`src/rtl/vf_irq_ctrl.sv`:
```
module vf_irq_ctrl #(
  parameter int NQ     = 8,
  parameter int ADDR_W = 12
) (
  input  logic              clk,
  input  logic              rst_n,
  input  logic              bus_wr,
  input  logic [ADDR_W-1:0] bus_addr,
  input  logic [31:0]       bus_wdata,
  output logic [31:0]       bus_rdata,
  input  logic [NQ-1:0]     rx_evt,
  input  logic [NQ-1:0]     tx_evt,
  input  logic              mbx_evt,
  output logic [2:0]        msg_valid,
  input  logic [2:0]        msg_ready
);
  localparam int NV     = 3;
  localparam int NALLOC = NQ / 2;
  localparam logic [ADDR_W-1:0] A_CAUSE = ADDR_W'(12'h100);
  localparam logic [ADDR_W-1:0] A_CSET  = ADDR_W'(12'h104);
  localparam logic [ADDR_W-1:0] A_MSET  = ADDR_W'(12'h108);
  localparam logic [ADDR_W-1:0] A_MCLR  = ADDR_W'(12'h10C);
  localparam logic [ADDR_W-1:0] A_AUTO  = ADDR_W'(12'h114);
  localparam logic [ADDR_W-1:0] A_ROUTE = ADDR_W'(12'h120);
  localparam logic [ADDR_W-1:0] A_MBX   = ADDR_W'(12'h140);
  localparam logic [ADDR_W-1:0] A_PEND  = ADDR_W'(12'h148);

  logic [NV-1:0] cause, en, automask, pend;
  logic [NQ-1:0] rx_sel, rx_vld, tx_sel, tx_vld;
  logic [1:0]    mbx_sel;
  logic          mbx_vld;
  logic [NV-1:0] hw_set, w1c, sw_set, mset, mclr, pclr, acc, ce;

  assign w1c    = (bus_wr && bus_addr == A_CAUSE) ? bus_wdata[NV-1:0] : '0;
  assign sw_set = (bus_wr && bus_addr == A_CSET)  ? bus_wdata[NV-1:0] : '0;
  assign mset   = (bus_wr && bus_addr == A_MSET)  ? bus_wdata[NV-1:0] : '0;
  assign mclr   = (bus_wr && bus_addr == A_MCLR)  ? bus_wdata[NV-1:0] : '0;
  assign pclr   = (bus_wr && bus_addr == A_PEND)  ? bus_wdata[NV-1:0] : '0;
  assign acc    = pend & msg_ready;
  assign ce     = cause & en;
  assign msg_valid = pend;

  always_comb begin
    hw_set = '0;
    for (int q = 0; q < NQ; q++) begin
      if (rx_evt[q] && rx_vld[q]) hw_set[rx_sel[q]] = 1'b1;
      if (tx_evt[q] && tx_vld[q]) hw_set[tx_sel[q]] = 1'b1;
    end
    if (mbx_evt && mbx_vld && mbx_sel != 2'd3) hw_set[mbx_sel] = 1'b1;
  end

  always_ff @(posedge clk) begin
    if (!rst_n) begin
      cause    <= '0;
      en       <= '0;
      automask <= '0;
      pend     <= '0;
      mbx_sel  <= '0;
      mbx_vld  <= 1'b0;
    end else begin
      cause <= (cause & ~w1c) | sw_set | hw_set;
      en    <= (en & ~mclr & ~(acc & automask)) | mset;
      pend  <= (pend | ce) & ~acc & ~pclr;
      if (bus_wr && bus_addr == A_AUTO) automask <= bus_wdata[NV-1:0];
      if (bus_wr && bus_addr == A_MBX) begin
        mbx_sel <= bus_wdata[1:0];
        mbx_vld <= bus_wdata[7];
      end
    end
  end

  for (genvar n = 0; n < NALLOC; n++) begin : g_route
    localparam logic [ADDR_W-1:0] A_N = A_ROUTE + ADDR_W'(4 * n);
    always_ff @(posedge clk) begin
      if (!rst_n) begin
        rx_sel[2*n+:2] <= '0;
        rx_vld[2*n+:2] <= '0;
        tx_sel[2*n+:2] <= '0;
        tx_vld[2*n+:2] <= '0;
      end else if (bus_wr && bus_addr == A_N) begin
        rx_sel[2*n]   <= bus_wdata[0];
        rx_vld[2*n]   <= bus_wdata[7];
        tx_sel[2*n]   <= bus_wdata[8];
        tx_vld[2*n]   <= bus_wdata[15];
        rx_sel[2*n+1] <= bus_wdata[16];
        rx_vld[2*n+1] <= bus_wdata[23];
        tx_sel[2*n+1] <= bus_wdata[24];
        tx_vld[2*n+1] <= bus_wdata[31];
      end
    end
  end

  always_comb begin
    bus_rdata = '0;
    case (bus_addr)
      A_CAUSE: bus_rdata[NV-1:0] = cause;
      A_MSET:  bus_rdata[NV-1:0] = en;
      A_AUTO:  bus_rdata[NV-1:0] = automask;
      A_PEND:  bus_rdata[NV-1:0] = pend;
      A_MBX:   bus_rdata = {24'd0, mbx_vld, 5'd0, mbx_sel};
      default: begin
        for (int n = 0; n < NALLOC; n++) begin
          if (bus_addr == A_ROUTE + ADDR_W'(4 * n))
            bus_rdata = {tx_vld[2*n+1], 6'd0, tx_sel[2*n+1],
                         rx_vld[2*n+1], 6'd0, rx_sel[2*n+1],
                         tx_vld[2*n],   6'd0, tx_sel[2*n],
                         rx_vld[2*n],   6'd0, rx_sel[2*n]};
        end
      end
    endcase
  end
endmodule


```
`config.mk`:
```
export PLATFORM = sky130hd
export DESIGN_NAME = vf_irq_ctrl
export DESIGN_NICKNAME = d
export VERILOG_FILES = /design/src/rtl/vf_irq_ctrl.sv
export SDC_FILE = /design/constraint.sdc
export NUM_CORES = 1
export LEC_CHECK = 0
export BUFFER_PORTS_ARGS = -buffer_cell sky130_fd_sc_hd__buf_2
export CORE_MARGIN = 10
export CORE_UTILIZATION = 45
export DETAILED_ROUTE_END_ITERATION = 10
export PLACE_DENSITY = 0.75
export SETUP_SLACK_MARGIN = 0.5
export SYNTH_ARGS = -nofsm -noshare
export SYNTH_HDL_FRONTEND = slang
export SYNTH_SLANG_ARGS = --single-unit
```
`constraint.sdc`:
```
create_clock -name clk -period 2 [get_ports clk]
set_input_delay 0.4 -clock clk [delete_from_list [all_inputs] [get_ports clk]]
set_output_delay 0.4 -clock clk [all_outputs]
set_load 0.02 [all_outputs]
```
==> results of run 1 <==
==> synth_stat cells, types with 5 or more instances <==
| library cell | n | area, µm² |
|---|---|---|
| a21oi_1 | 17 | 85.08 |
| a31oi_1 | 6 | 37.54 |
| and3_1 | 8 | 50.05 |
| buf_4 | 22 | 165.2 |
| clkbuf_1 | 9 | 33.78 |
| dfxtp_1 | 47 | 940.9 |
| inv_1 | 5 | 18.77 |
| mux2i_1 | 33 | 330.3 |
| mux4_2 | 8 | 180.2 |
| nand2_1 | 23 | 86.33 |
| nand3_1 | 21 | 105.1 |
| nand4_1 | 6 | 37.54 |
| nor2_1 | 44 | 165.2 |
| o21ai_0 | 6 | 30.03 |
| o22ai_1 | 6 | 37.54 |
==> cell type report <==
| type | instances | area, µm² | share of cell area [%] |
|---|---|---|---|
| clock buffer | 6 | 82.58 | 2.082 |
| sequential | 47 | 947.2 | 23.88 |
| inverter | 5 | 18.77 | 0.4732 |
| tap | 75 | 93.84 | 2.366 |
| clock inverter | 2 | 38.79 | 0.9779 |
| timing repair buffer | 104 | 825.8 | 20.82 |
| multi-input combinational | 252 | 1959 | 49.40 |
==> worst reg2reg max path: stages, from the launching register on <==
cell and delay (ns):
dfxtp_2 0.33, buf_4 0.13, nand3_1 0.08, nand4_1 0.11
a311oi_1 0.37, a41oi_1 0.15
==> kinds of logic (layout without fill, tap and decap cells) <==
logic type	count (synthesis)	count (layout)	share of synthesized area, %
compound gates	51	51	11.81
simple gates	136	136	26.28
buf+inv	40	117	8.503
other cells	1	22	0.1356
mux	43	43	19.27
flops	47	47	34.01
==> power groups by stage <==
| stage | Sequential [mW] | Combinational, mW | Clock (mW) |
|---|---|---|---|
| floorplan | 0.957 | 0.142 | 0 |
| global placement | 0.957 | 0.230 | 0 |
| detailed placement | 0.957 | 0.234 | 0 |
| CTS | 0.935 | 0.255 | 0.777 |
| global route | 0.935 | 0.292 | 0.815 |
| finish | 0.935 | 0.276 | 0.762 |
==> sequential cells by signal, summed over array words and instances (netlist names), 3 cells and up <==
name	count
tx_vld	8
cause	3
en	3
tx_sel	8
automask	3
msg_valid	3
rx_vld	8
rx_sel	8
==> metal layers <==
metal  vias to the layer above  part of all wire [%]
li1                       1334                     -
met1                      1407                    39
met2                       180                    49
met3                        31                    10
met4                         0                   1.8
met5                         -                     0
==> timing repair <==
action | 4_1_cts | 5_1_grt
pin swaps | 27 | 23
setup buffers | 7 | 4
hold endpoints to repair | 0 | 0
resized for setup | 52 | 32
endpoints found under the setup margin | 54 | 57
==> per-stage QoR <==
step,TNS (ns),setup WS (ns),util (%),cell area [µm²]
after global routing,-1.135,-0.1679,66.60,3966
after global placement,-1.736,-0.1746,57.98,3453
after floorplan,0,0.08890,-,3004
final,-0.8042,-0.1250,66.60,3966
after CTS,-0.6662,-0.09824,64.24,3826
after detailed placement,-2.654,-0.2043,57.98,3453
==> path summary, 6_finish.rpt <==
| kind | from | to | slack (ns) | cells after the start |
|---|---|---|---|---|
| setup reg to reg | rx_sel[6] | cause[1] | 0.70 | 5 |
| setup / recovery | bus_addr[4] | bus_rdata[0] | -0.13 | 6 |
| hold reg to reg | automask[2] | automask[2] | 0.51 | 2 |
| hold / removal | bus_wdata[2] | msg_valid[2] | 0.31 | 2 |
==> results by group, run 1 <==
Yosys
  – Number of synthesized flops with an enable pin: 0
  – Syn Std Cell Area: 2766 µm²
  – Seq/Total Area, Yosys: 34.01%
  – Gate count of the mapped netlist: 318
  – Fraction of registers with async set/reset: 0%
  – Yosys warning total: 0
  – Yosys cell types: 47
  – Avg Inst Size Synth: 8.699 µm²
  – Commonest register cell after synthesis: dfxtp_1
  – Flops & latches, synth: 47

Critical path
  – Crit path largest cell delay: 0.59 ns
  – CP max stage cell: or4b_4
  – Startpoint types: input port
  – Critical Path End Type: output pin
  – CP Max Fanout: 4
  – Worst path arrival time: 1.73 ns
  – Worst path bufs/invs: 2
  – CP top delay family: simple AND/OR/NAND/NOR gates
  – WS Path Type: input port to output pin
  – Worst Path Required: 1.60 ns
  – Critical path's most frequent cell: buf_6
  – Crit-path cells: buf_6, or4b_4, nor2_4, a22oi_1, a21oi_2, buf_6

Route
  – DR WL/cell: 19.62 µm
  – Post-route antenna net violation count: 0
  – DRT Pass-1 Iters: 5
  – Drt drc: 0
  – Vias: 2952
  – Post-DR vias/cell: 6.012
  – Initial DRC Count: 241
  – Detailed Route WL: 9633 µm

GRT
  – First-pass GRT wire length: 14850 µm
  – Grt met3 use: 6.413%
  – Grt peak-use layer: met2
  – Met1 Resource Use GR: 21.61%
  – Vias in the first global route: 2936
  – Largest net degree at the start of global routing: 24
  – Initial antenna violation count: 0
  – GRT overflow: 0
  – Global Route Usage Sum: 18.40%
  – Met2 global-route usage: 30.51%

Clock network
  – CTS tree: yes
  – Clk pin slew, worst setup/hold paths: 0.09 ns
  – CTS sink cnt: 47
  – CTS Buf Count: 5
  – Clock root cell: clkbuf_8
  – Htree depth: 2
  – Clk_lat worst skew: 0.31 ns
  – Clock tree buffer depth: 2
  – Cts hold-fix bufs: 0

Outcome
  – Failing checks: setup timing
  – Status: finished with violations

Timing
  – Hold Vio Cnt, Final: 0
  – Highest clock rate: 0.4706 GHz
  – Tcrit/Tclk final: 106.3%
  – Endpoints failing setup: 10
  – Setup WS post-layout: -0.1250 ns
  – Worst hold slack: 0.3059 ns
  – Unrepaired setup endpoints after global routing: true
  – Worst Tran Pin Value: 0.6191 ns
  – Skew final: 0.003922 ns
  – Slew Limit Fails: 0
  – Min Tclk post-route: 2.125 ns
  – Slew HR: 58.68%

Cells and area
  – Non-Filler Instances: 491
  – Area Overhead vs Synth: 43.37%
  – Most frequent cells in the layout: dfxtp_1, buf_2, nor2_1
  – Diodes inserted: 0
  – Fillers: 479
  – Layout cell share with drive strength beyond 1: 43.99%
  – Final nets: 482

Floorplanning
  – Std cell rows: 28
  – Core area: 5956 µm²
  – Die ar.: 9684 µm²
  – I/O pins: 102
  – Die Y-Extent: 98.41 µm
  – Initial Util: 46.45%
  – Die width: 98.41 µm

Power and ir drop
  – Reported net switching power: 0.5147 mW
  – Total power: 1.972 mW
  – Switch share: 26.10%
  – Internal power: 1.457 mW
  – Static Leak: 1.786 nW
  – Clock group share of total power: 38.6%
  – Pwr dens: 497.2 nW/µm²
  – Gate power share: 14.0%
  – Worst IR Drop VDD: 0.4182 mV
  – Flop pwr share: 47.4%

Placed design
  – Post-placement cell count: 472
  – Dpl hpwl: 6911 µm
  – PortBufs: 57
  – Placer congestion estimate: 0.9469

Worst hold path
  – Worst Hold Class: input port to register

Flow run
  – Max-cap violations: 0
Power figures use the tool's default switching activity.
==> run 2, diff against run 1 <==
HOLD_SLACK_MARGIN = 0.15   (was default)
clock period = 1.72 ns   (was 2 ns; I/O delays follow)
==> run 2 against run 1 <==
  * Die area unchanged
  * The run still ends with setup timing left
  * Combinational power up 15%
  * Critical endpoint unchanged
  * Total power up 6.9%
  * Sequential share of layout area down 0.44 points
  * Core utilization up 1.3 points
  * Largest cell class unchanged
  * Clock power down 7.7%
==> results by group, run 2 (same netlist as run 1, synthesis figures left out) <==
Floorplanning
  – Die width: 98.41 µm
  – Std cell rows: 28
  – Core area: 5956 µm²
  – Initial Util: 46.45%
  – I/O pins: 102
  – Die Y-Extent: 98.41 µm
  – Die ar.: 9684 µm²

Clock network
  – Clk_lat worst skew: 0.31 ns
  – Clock tree buffer depth: 2
  – CTS sink cnt: 47
  – Clk pin slew, worst setup/hold paths: 0.10 ns
  – Htree depth: 2
  – CTS Buf Count: 5
  – Clock root cell: clkbuf_8
  – CTS tree: yes

Power and ir drop
  – Total power: 2.108 mW
  – Worst IR Drop VDD: 0.4312 mV
  – Static Leak: 1.783 nW
  – Pwr dens: 520.9 nW/µm²

Placed design
  – Dpl hpwl: 7176 µm
  – Placed inst area: 3518 µm²
  – Placer congestion estimate: 0.9877
  – PortBufs: 57

Route
  – Post-DR vias/cell: 5.844
  – Detailed Route WL: 9438 µm
  – Post-route antenna net violation count: 0
  – Drt drc: 0
  – Vias: 2928
  – DRT Pass-1 Iters: 4
  – Initial DRC Count: 143
  – DR WL/cell: 18.84 µm

Critical path
  – Crit path largest cell delay: 0.51 ns
  – WS Path Type: register to output pin
  – Critical Path End Type: output pin
  – Crit-path cells: mux4_2, a221oi_4, a21oi_2, buf_6
  – CP max stage cell: mux4_2
  – Startpoint types: register
  – Worst Path Required: 1.38 ns
  – CP Max Fanout: 2
  – Worst path arrival time: 1.70 ns

Cells and area
  – Diodes inserted: 0
  – Final nets: 492
  – Most frequent cells in the layout: dfxtp_1, buf_4, nor2_1
  – Area Overhead vs Synth: 46.27%
  – Finished Cell Area: 4046 µm²
  – Commonest non-fill, non-tap cell in the layout: dfxtp_1
  – Layout cell share with drive strength beyond 1: 46.48%

Timing
  – Hold Vio Cnt, Final: 0
  – Skew final: 0.01152 ns
  – Unrepaired setup endpoints after global routing: true
  – Endpoints failing setup: 10
  – Setup WS post-layout: -0.3224 ns
  – Slew Limit Fails: 0
  – Tcrit/Tclk final: 118.7%
  – Total negative slack: -2.473 ns
  – Min Tclk post-route: 2.042 ns
  – Highest clock rate: 0.4896 GHz

Worst hold path
  – Worst Hold Class: input port to register

GRT
  – Vias in the first global route: 2992
  – Initial antenna violation count: 0
  – GRT overflow: 0
  – Global Route Usage Sum: 18.53%
  – Largest net degree at the start of global routing: 28
  – First-pass GRT wire length: 15150 µm

Outcome
  – Status: finished with violations
  – Failing checks: setup timing

Flow run
  – Max-cap violations: 0
-- run 2: cell count changes in the layout (fill, tap and decap cells not counted), sizes merged --
cell | before | now
bufinv | 1 | 0
buf | 104 | 114
clkbuf | 6 | 5
clkinv | 0 | 2
-- run 2: final timing paths --
path                                   start      endpoint  slack (ns)  cells after the start
worst max-delay path               rx_sel[6]  bus_rdata[0]       -0.32                      4
worst min-delay path            bus_wdata[2]  msg_valid[2]        0.25                      2
worst max register to register     rx_sel[6]      cause[1]        0.36                      5
worst min register to register       mbx_vld       mbx_vld        0.52                      2
-- run 2: area by class of cell --
class                   instances  area, µm²
clock buffers                   5      68.82
clock inverters                 3      22.52
fillers                       473       1909
inverters                       5      18.77
multi-input cells             252       1989
flip-flops and latches         47      948.4
well taps                      75      93.84
repair buffers                114      904.6
-- run 2: power breakdown --
group / internal, mW / switching, mW / total (mW)
logic: 0.128 / 0.189 / 0.317
clock network: 0.292 / 0.411 / 0.703
registers: 1.09 / 0.000131 / 1.09
total: 1.51 / 0.601 / 2.11
-- run 2: repair_timing --
item	in CTS	in global routing
resized for setup	63	35
pin swaps	24	24
hold buffers	0	0
buffers inserted	2	5
endpoints found under the setup margin	60	60
-- run 2: metrics by stage --
stage               std cells  worst slack (ns)  hold slack (ns)  utilization [%]
floorplan                 339          -0.08240           0.4310                -
global placement          486           -0.3586           0.4932            59.08
detailed placement        486           -0.3559           0.5039            59.08
CTS                       496           -0.2812           0.2404            64.87
global route              501           -0.3835           0.2476            67.94
finish                    501           -0.3224           0.2547            67.94
-- run 2: critical path: cells and delay by family (launching register included) --
family | cells | cell delay, ns
flops | 1 | 0.33
mux | 1 | 0.51
compound gates | 2 | 0.40
buf+inv | 1 | 0.14
-- run 2: layer usage --
metal,routed length (µm),track usage [%],vias to the layer above
li1,-,-,1345
met1,3648,22.43,1398
met2,4616,31.42,169
met3,1019,5.497,16
met4,153,4.300,0
met5,0,0,-
==> run 3, diff against run 2 <==
CORE_UTILIZATION = 53   (was 45)
PLACE_DENSITY = 0.83   (was 0.75)
clock period = 2.6 ns   (was 1.72 ns; I/O delays follow)
==> run 3 against run 2 <==
  * The run now ends clean
  * Hold slack better by 0.16 ns
  * Clock power down 25%
  * First-iteration DRC count up 91%
  * Final area down 15%
  * Combinational power down 47%
  * Clock-buffer cell count up 1
  * Via count down 6.1%
  * Cell count down 9.2%
  * Critical path type is now input port to output pin
  * Largest cell class unchanged
  * Highest routed layer unchanged
==> results by group, run 3 (same netlist as run 1, synthesis figures left out) <==
Outcome
  – Status: finished clean

Power and ir drop
  – Pwr dens: 408.1 nW/µm²
  – Worst IR Drop VDD: 0.4037 mV
  – Total power: 1.412 mW
  – Static Leak: 1.548 nW

Cells and area
  – Layout cell share with drive strength beyond 1: 30.91%
  – Commonest non-fill, non-tap cell in the layout: dfxtp_1
  – Most frequent cells in the layout: dfxtp_1, buf_2, nor2_1
  – Fillers: 443
  – Final nets: 452
  – Finished Cell Area: 3460 µm²
  – Area Overhead vs Synth: 25.06%
  – Non-Filler Instances: 455
  – Multi-input gate area: 1780 µm²
  – Diodes inserted: 0
  – Seq. cell area: 940.9 µm²

Critical path
  – Startpoint types: input port
  – CP Max Fanout: 4
  – Worst path arrival time: 1.79 ns
  – Worst Path Required: 2.08 ns
  – WS Path Type: input port to output pin
  – Critical Path End Type: output pin
  – R2r worst-path depth: 4

Floorplanning
  – Core area: 5075 µm²
  – Initial Util: 54.51%
  – Die ar.: 8509 µm²
  – Die width: 92.25 µm
  – Die Y-Extent: 92.25 µm
  – Std cell rows: 26
  – I/O pins: 102

Route
  – DR WL/cell: 19.12 µm
  – Post-route antenna net violation count: 0
  – Vias: 2750
  – Initial DRC Count: 273
  – Post-DR vias/cell: 6.044
  – Drt drc: 0
  – DRT Pass-1 Iters: 5
  – Detailed Route WL: 8701 µm

Clock network
  – CTS sink cnt: 47
  – Clock root cell: clkbuf_8
  – Clk_lat worst skew: 0.30 ns
  – CTS tree: yes
  – CTS Buf Count: 5
  – Cts hold-fix bufs: 0
  – Clock tree buffer depth: 2
  – Clk pin slew, worst setup/hold paths: 0.08 ns
  – Htree depth: 2

Timing
  – Skew final: 0.005612 ns
  – Setup WS post-layout: 0.2868 ns
  – Total negative slack: 0 ns
  – Min Tclk post-route: 2.313 ns
  – Worst Tran Pin Value: 0.5884 ns
  – Endpoints failing setup: 0
  – Unrepaired setup endpoints after global routing: true
  – Hold Vio Cnt, Final: 0
  – Highest clock rate: 0.4323 GHz
  – Slew HR: 60.41%
  – Tcrit/Tclk final: 88.97%
  – Slew Limit Fails: 0

GRT
  – Vias in the first global route: 2823
  – GRT overflow: 0
  – First-pass GRT wire length: 14030 µm
  – Largest net degree at the start of global routing: 28
  – Initial antenna violation count: 0
  – Global Route Usage Sum: 20.04%

Placed design
  – Placed inst area: 3189 µm²
  – Dpl hpwl: 6383 µm
  – PortBufs: 57
  – Post-placement cell count: 441
  – Placer congestion estimate: 0.9559
  – DP Worst Slack: 0.1386 ns

Worst hold path
  – Worst Hold Class: input port to register
  – Hold Crit Depth: 2

Flow run
  – Max-cap violations: 0
-- run 3: final timing paths --
kind | start | to | slack, ns
setup reg to reg | rx_sel[1] | cause[1] | 1.26
setup / recovery | bus_addr[7] | bus_rdata[0] | 0.29
hold / removal | bus_wdata[2] | msg_valid[2] | 0.42
hold reg to reg | automask[2] | automask[2] | 0.50
-- run 3: stage by stage --
stage,hold WS (ns),utilization [%]
final,0.4183,68.17
after global routing,0.4296,68.17
after CTS,0.4116,67.87
after detailed placement,0.4984,62.85
after global placement,0.4885,62.85
after floorplan,0.4622,-
-- run 3: worst max-delay path: stages --
cell	delay, ns
buf_8	0.10
or4b_4	0.58
nor2_4	0.17
a22oi_2	0.10
a21oi_2	0.16
buf_4	0.16
-- run 3: cell type report --
class	instances	area share, %
clock buffer	6	2.098
clock inverter	1	0.8680
inverter	5	0.5425
multi-input combinational	252	51.46
sequential	47	27.20
tap	70	2.532
timing repair buffer	74	15.30
-- run 3: where the power goes --
part           switching [mW]  internal, mW
Sequential          0.0000886         0.719
Clock                   0.243         0.282
Combinational           0.107        0.0600
-- run 3: per-layer routing --
metal	global-route usage, %	vias to the layer above	wire length, µm
met5	0	-	0
met4	7.326	0	234
met3	5.053	22	756
met2	34.41	152	4156
met1	23.51	1309	3554
li1	-	1267	-
-- run 3: what timing repair did --
action / in CTS / in global routing
buffers inserted: 6 / 1
pin swaps: 15 / 2
resized for setup: 32 / 2
endpoints found under the setup margin: 10 / 10
